===== src/rtl/mdm_pkg.sv =====
package mdm_pkg;
  localparam int LINES   = 4;
  localparam int IDX_CTS = 0;
  localparam int IDX_DSR = 1;
  localparam int IDX_RI  = 2;
  localparam int IDX_DCD = 3;

  typedef logic [LINES-1:0] mdm_lines_t;

  typedef struct packed {
    logic loop;
    logic out2;
    logic out1;
    logic rts;
    logic dtr;
  } mdm_ctrl_t;
endpackage


===== src/rtl/mdm_ctrl_reg.sv =====
module mdm_ctrl_reg
  import mdm_pkg::*;
(
  input  logic      clk,
  input  logic      rst_n,
  input  logic      wr,
  input  logic [7:0] wdata,
  output mdm_ctrl_t ctrl_q,
  output logic [7:0] rdata
);
  localparam int CW = $bits(mdm_ctrl_t);

  always_ff @(posedge clk or negedge rst_n) begin
    if (!rst_n)  ctrl_q <= '0;
    else if (wr) ctrl_q <= mdm_ctrl_t'(wdata[CW-1:0]);
  end

  assign rdata = {{(8-CW){1'b0}}, ctrl_q};

  assert_ctrl_store_R1: assert property (@(posedge clk) disable iff (!rst_n)
    wr |=> rdata == $past(wdata & 8'h1F));
endmodule


===== src/rtl/mdm_line_sync.sv =====
module mdm_line_sync #(
  parameter int WIDTH  = 4,
  parameter int STAGES = 2
) (
  input  logic             clk,
  input  logic             rst_n,
  input  logic [WIDTH-1:0] d,
  output logic [WIDTH-1:0] q
);
  logic [WIDTH-1:0] stg [STAGES];

  for (genvar s = 0; s < STAGES; s++) begin : g_stage
    always_ff @(posedge clk or negedge rst_n) begin
      if (!rst_n) stg[s] <= '0;
      else if (s == 0) stg[s] <= d;
      else stg[s] <= stg[(s == 0) ? 0 : s-1];
    end
  end

  assign q = stg[STAGES-1];
endmodule


===== src/rtl/mdm_status_track.sv =====
module mdm_status_track
  import mdm_pkg::*;
(
  input  logic       clk,
  input  logic       rst_n,
  input  mdm_lines_t lvl_next,
  input  logic       clr,
  output mdm_lines_t lvl_q,
  output mdm_lines_t delta_q
);
  mdm_lines_t chg;

  for (genvar i = 0; i < LINES; i++) begin : g_edge
    if (i == IDX_RI) begin : g_fall
      assign chg[i] = lvl_q[i] & ~lvl_next[i];
    end else begin : g_any
      assign chg[i] = lvl_q[i] ^ lvl_next[i];
    end
  end

  always_ff @(posedge clk or negedge rst_n) begin
    if (!rst_n) begin
      lvl_q   <= '0;
      delta_q <= '0;
    end else begin
      lvl_q   <= lvl_next;
      delta_q <= (clr ? '0 : delta_q) | chg;
    end
  end

  assert_flag_sticky_R4: assert property (@(posedge clk) disable iff (!rst_n)
    !clr |=> ((delta_q & $past(delta_q)) == $past(delta_q)));

  assert_read_clears_R6: assert property (@(posedge clk) disable iff (!rst_n)
    (clr && lvl_next == lvl_q) |=> delta_q == '0);

  assert_ri_rise_quiet_R5: assert property (@(posedge clk) disable iff (!rst_n)
    (!clr && !delta_q[IDX_RI] && !lvl_q[IDX_RI] && lvl_next[IDX_RI]) |=> !delta_q[IDX_RI]);
endmodule


===== src/rtl/mdm_loop_ctl.sv =====
module mdm_loop_ctl
  import mdm_pkg::*;
#(
  parameter int SYNC_STAGES = 2
) (
  input  logic       clk,
  input  logic       rst_n,
  input  logic       ctrl_wr,
  input  logic [7:0] ctrl_wdata,
  output logic [7:0] ctrl_rdata,
  input  logic       stat_rd,
  output logic [7:0] stat_rdata,
  input  logic       msi_en,
  input  logic       line_cts,
  input  logic       line_dsr,
  input  logic       line_ri,
  input  logic       line_dcd,
  output logic       line_dtr,
  output logic       line_rts,
  output logic       line_out1,
  output logic       line_out2,
  input  logic       ser_tx_in,
  output logic       ser_rx_out,
  output logic       pin_txd,
  input  logic       pin_rxd,
  output logic       irq_modem
);
  mdm_ctrl_t  ctrl_q;
  mdm_lines_t ext_raw, ext_sync, loop_src, lvl_next, lvl_q, delta_q;

  mdm_ctrl_reg u_ctrl (
    .clk(clk), .rst_n(rst_n), .wr(ctrl_wr), .wdata(ctrl_wdata),
    .ctrl_q(ctrl_q), .rdata(ctrl_rdata)
  );

  assign ext_raw = {line_dcd, line_ri, line_dsr, line_cts};

  mdm_line_sync #(.WIDTH(LINES), .STAGES(SYNC_STAGES)) u_sync (
    .clk(clk), .rst_n(rst_n), .d(ext_raw), .q(ext_sync)
  );

  assign loop_src = {ctrl_q.out2, ctrl_q.out1, ctrl_q.rts, ctrl_q.dtr};
  assign lvl_next = ctrl_q.loop ? loop_src : ext_sync;

  mdm_status_track u_track (
    .clk(clk), .rst_n(rst_n), .lvl_next(lvl_next), .clr(stat_rd),
    .lvl_q(lvl_q), .delta_q(delta_q)
  );

  assign stat_rdata = {lvl_q, delta_q};

  always_comb begin
    line_dtr  = ctrl_q.dtr  & ~ctrl_q.loop;
    line_rts  = ctrl_q.rts  & ~ctrl_q.loop;
    line_out1 = ctrl_q.out1 & ~ctrl_q.loop;
    line_out2 = ctrl_q.out2 & ~ctrl_q.loop;
    pin_txd    = ctrl_q.loop ? 1'b1 : ser_tx_in;
    ser_rx_out = ctrl_q.loop ? ser_tx_in : pin_rxd;
  end

  assign irq_modem = msi_en & ctrl_q.out2 & (|delta_q);

  assert_loop_pins_R9: assert property (@(posedge clk) disable iff (!rst_n)
    ctrl_q.loop |-> (pin_txd && ser_rx_out == ser_tx_in &&
                     !line_dtr && !line_rts && !line_out1 && !line_out2));

  assert_loop_levels_R8: assert property (@(posedge clk) disable iff (!rst_n)
    (ctrl_q.loop && $past(ctrl_q.loop)) |-> lvl_q == $past(loop_src));

  assert_irq_gate_R10: assert property (@(posedge clk) disable iff (!rst_n)
    (!msi_en || !ctrl_q.out2 || delta_q == '0) |-> !irq_modem);
endmodule


===== config.mk =====
export PLATFORM = sky130hd
export DESIGN_NAME = mdm_loop_ctl
export DESIGN_NICKNAME = d
export VERILOG_FILES = /design/src/rtl/mdm_pkg.sv /design/src/rtl/mdm_ctrl_reg.sv /design/src/rtl/mdm_line_sync.sv /design/src/rtl/mdm_status_track.sv /design/src/rtl/mdm_loop_ctl.sv
export SDC_FILE = /design/constraint.sdc
export NUM_CORES = 1
export LEC_CHECK = 0
export CAP_MARGIN = 40
export CORE_ASPECT_RATIO = 0.6
export CORE_MARGIN = 5
export CORE_UTILIZATION = 38
export CTS_CLUSTER_DIAMETER = 150
export CTS_CLUSTER_SIZE = 30
export DETAILED_ROUTE_END_ITERATION = 10
export MAX_ROUTING_LAYER = met4
export PLACE_DENSITY = 0.81
export SLEW_MARGIN = 20
export SYNTH_ARGS = -nofsm -noshare
export SYNTH_HDL_FRONTEND = slang
export SYNTH_SLANG_ARGS = --single-unit

===== constraint.sdc =====
create_clock -name clk -period 1.4 [get_ports clk]
set_clock_uncertainty 0.1 [all_clocks]
set_input_delay 0.28 -clock clk [delete_from_list [all_inputs] [get_ports clk]]
set_output_delay 0.28 -clock clk [all_outputs]
set_load 0.05 [all_outputs]

Yosys cells after proc, flatten, opt, wreduce, memory -nomap -nowiden --
Cells that the tools add are included.
Word-level totals: bits in registers 21, bits of input ports 19, output and inout port bits 23
Cells by class: mux-type cells 4, bitwise logic cells 13, reduce and logical (&&, ||, !) cells 1
Operator list (count):
- 4-bit two-way mux | 2
- 1-bit bitwise AND | 7
- 4-bit bitwise OR | 1
- 4-bit OR reduction | 1
- 1-bit bitwise XOR | 3
- 1-bit two-way mux | 2
- 1-bit inverter | 2

Logic depth before layout (Yosys ltp) --
depth in word-level cells 4, gate-level depth with buffers 4

Cells and area by module --
A second synthesis with hierarchy kept.
Unflattened totals: cells, all modules 65, area, all modules 883.3 um^2
By module, submodules not included:
- mdm_status_track | times used 1, cells each 20, area each 266.5 um^2
- mdm_ctrl_reg | times used 1, cells each 19, area each 245.2 um^2
- mdm_line_sync | times used 1, cells each 12, area each 230.2 um^2
- mdm_loop_ctl | times used 1, cells each 14, area each 141.4 um^2

Worst setup path before layout --
No wires, ideal clock.
path type register -> output, from register u_ctrl.ctrl_q[3] (netlist name), to output irq_modem, arrival 1410 ps, setup slack -390 ps, cell stages (with the launch flop) 3, path buffers 0, cell sequence dfrtp_1 > nand2_1 > nor2_1
On the way: word-level cells in the longest chain between the ends 2
RTL lines:
- 1-bit bitwise AND (2 in series) | RTL line mdm_loop_ctl.sv:61 | assign irq_modem = msi_en & ctrl_q.out2 & (|delta_q);
- end: declaration | RTL line mdm_loop_ctl.sv:26 | output logic irq_modem
Every way passes these cells.

Final worst setup path --
from register u_track.delta_q[0], to output irq_modem
On the way: word-level cells in the longest chain between the ends 2
RTL lines:
- start: declaration | RTL line mdm_status_track.sv:9 | output mdm_lines_t delta_q
- start signal: assignment | RTL line mdm_status_track.sv:27 | delta_q <= (clr ? '0 : delta_q) | chg;
- 4-bit OR reduction | RTL line mdm_loop_ctl.sv:61
- 1-bit bitwise AND | RTL line mdm_loop_ctl.sv:61
Every way passes these cells.

==> results.py <==
metrics = {
    "synth": {
        "synthCells": 59,
        "ys_types": 17,
        "synth.avg_cell_area_um2": 14.1,
        "yosys_warnings": 0,
        "seq_area_frac_synth_pct": 63.3,
        "synth_seq_cells": 21,
        "synth_area_um2": 830,
    },
    "clock_network": {
        "numCtsBuffers": 3,
        "cts.sinks": 21,
        "clockRootBuffer": "clkbuf_8",
        "cts_tree": "yes",
        "h-tree-depth": 1,
        "cts_buffer_depth": 2,
        "clk_pin_slew_ns": 0.07,
        "ctsHoldBuffers": 0,
        "clk-insertion-delay-late_ns": 0.25,
    },
    "timing": {
        "slew_violations": 0,
        "hold_viol": 0,
        "rsz0062_at_grt": "true",
        "timing.final.ws_setup_ns": -0.188,
        "setup-violations-final": 9,
        "timing.final.crit_share_pct": 113,
        "clock.fmax_ghz": 0.630,
        "period_minus_slack_ns": 1.59,
    },
    "route": {
        "wl_mm": 1.85,
        "post-route-drc-count": 0,
        "vias": 572,
        "drt_iter0_drc": 19,
        "wl_per_cell_um": 13.9,
        "viasPerCell": 4.30,
        "dr.pass1.iters": 2,
        "postRouteAntennaNets": 0,
    },
    "final_layout": {
        "n_antenna_cell": 0,
        "final_cell_mix": "buf_12, dfrtp_1, clkdlybuf4s50_1",
        "layout_commonest_cell": "buf_12",
        "drive_gt1_share_pct": 51.5,
        "nNetsFinal": 123,
        "areaGrowthSynthToFinish_pct": 87.5,
    },
    "worst_setup_path": {
        "required_ns": 1.02,
        "ff2ff_setup_slack_ns": -0.02,
        "path_class": "reg -> out",
        "crit_fanout": 2,
        "reg2reg_depth": 5,
        "endpoint": "irq_modem",
        "cp-start-kind": "register",
        "arrival_ns": 1.21,
        "reg2reg_to": "u_track.delta_q[0]$_DFF_PN0_",
        "startpoint": "u_track.delta_q[0]$_DFF_PN0_",
        "endpoint_kind": "output pin",
        "timing.rr.start": "u_ctrl.ctrl_q[4]$_DFFE_PN0P_",
    },
    "outcome": {
        "violations": "setup timing",
        "status": "finished with violations",
    },
    "grt": {
        "overflow": 0,
        "antenna_found_initial": 0,
        "grtUsageTotal_pct": 13.8,
        "grt_max_degree": 22,
        "grt_pass1_vias": 667,
        "grt_first_pass_wirelength_mm": 3.22,
    },
    "floorplan": {
        "io_pins": 42,
        "fp.dieW_um": 70.3,
        "start_util_pct": 38.9,
        "die_area_um2": 3250,
        "row_count": 13,
        "chipHeight_um": 46.2,
        "core_um2": 2130,
    },
    "placed_design": {
        "post-place-ws_ns": -0.120,
        "globalplace.congestion": 0.708,
        "portBuffers": 35,
        "dpl.hpwl_mm": 1.46,
    },
    "pwr": {
        "cellLeakagePower_nw": 0.682,
        "powerDensity_nw_per_um2": 1270,
        "ir_drop_mv": 0.717,
        "total_power_mw": 1.97,
    },
    "hold_path": {
        "min_path_type": "reg -> reg",
    },
    "run": {
        "drv_cap": 0,
    },
}
## cell families after synthesis
group	share of synthesized area [%]
buffers and inverters	4.98
other	0.452
AO/OA/AOI/OAI	2.56
multiplexers	14.5
flip-flops	63.3
AND/OR/NAND/NOR	14.2
## metrics by stage
| step | util, % | area, um^2 | std cells | hold slack, ns | TNS (ns) |
|---|---|---|---|---|---|
| global placement | 68.4 | 1460 | 126 | 0.232 | -0.644 |
| floorplan | - | 873 | 61 | -0.116 | -0.136 |
| global route | 73.0 | 1560 | 133 | 0.256 | -1.43 |
| CTS | 71.4 | 1520 | 132 | 0.251 | -1.13 |
| detailed placement | 68.4 | 1460 | 126 | 0.235 | -0.725 |
| finish | 73.0 | 1560 | 133 | 0.250 | -0.986 |
## metal layers
metal	GRT usage [%]	up-vias	part of all wire, %
li1	-	278	-
met1	16.1	264	44
met2	22.3	28	48
met3	5.23	2	7.1
met4	4.58	0	1.0
met5	-	-	0
## how the worst min path moves through the flow
stage | startpoint | endpoint | slack [ns] | depth (start not counted)
2_1_floorplan | rst_n | u_ctrl.ctrl_q[0]$_DFFE_PN0P_ | -0.12 | 0
5_1_grt | u_sync.stg[5]$_DFF_PN0_ | u_sync.q[1]$_DFF_PN0_ | 0.26 | 0
3_5_place_dp | u_sync.stg[5]$_DFF_PN0_ | u_sync.q[1]$_DFF_PN0_ | 0.23 | 0
3_3_place_gp | u_sync.stg[4]$_DFF_PN0_ | u_sync.q[0]$_DFF_PN0_ | 0.23 | 0
6_report | u_sync.stg[5]$_DFF_PN0_ | u_sync.q[1]$_DFF_PN0_ | 0.25 | 0
4_1_cts | u_sync.stg[5]$_DFF_PN0_ | u_sync.q[1]$_DFF_PN0_ | 0.25 | 0
## layout make-up
type                       count  area (um^2)
sequential                    21          528
multi-input combinational     34          323
fill                         156          576
clock buffer                   4         45.0
inverter                       2         7.51
timing repair buffer          42          614
tap                           30         37.5
## cells in the mapped netlist (all sizes together)
master	number	area (um^2)
a21oi	3	15.0
and2b	4	35.0
buf	4	33.8
conb	1	3.75
dfrtp	21	526
inv	2	7.51
mux2	10	120
nand2	1	3.75
nor2	1	3.75
nor2b	6	37.5
nor3	3	25.0
nor4	1	6.26
o22ai	1	6.26
or2	1	6.26
## report_power, final
group / switching [mW] / leakage (nW) / internal (mW)
Clock: 0.174 / 0.0228 / 0.202
Sequential: 0.0860 / 0.240 / 0.670
Combinational: 0.405 / 0.419 / 0.431
Total: 0.665 / 0.682 / 1.30
## worst max-delay path, cell delays in order, from the launching register on
cell,delay [ns]
dfrtp_1,0.41
nor4_4,0.34
nor2_4,0.06
buf_12,0.15
## registers in the layout, indices dropped and copies added, names as in the netlist
name,cells
u_track.delta_q,4
u_sync.q,4
u_sync.stg,4
u_track.lvl_q,4
u_ctrl.ctrl_q,5
## what timing repair did
item / in CTS / in global routing
pin swaps: 1 / 1
buffers inserted: 2 / 2
setup endpoints to repair: 7 / 11
gates resized for setup: 1 / 6
No activity file was read; power rests on OpenSTA's default activity.
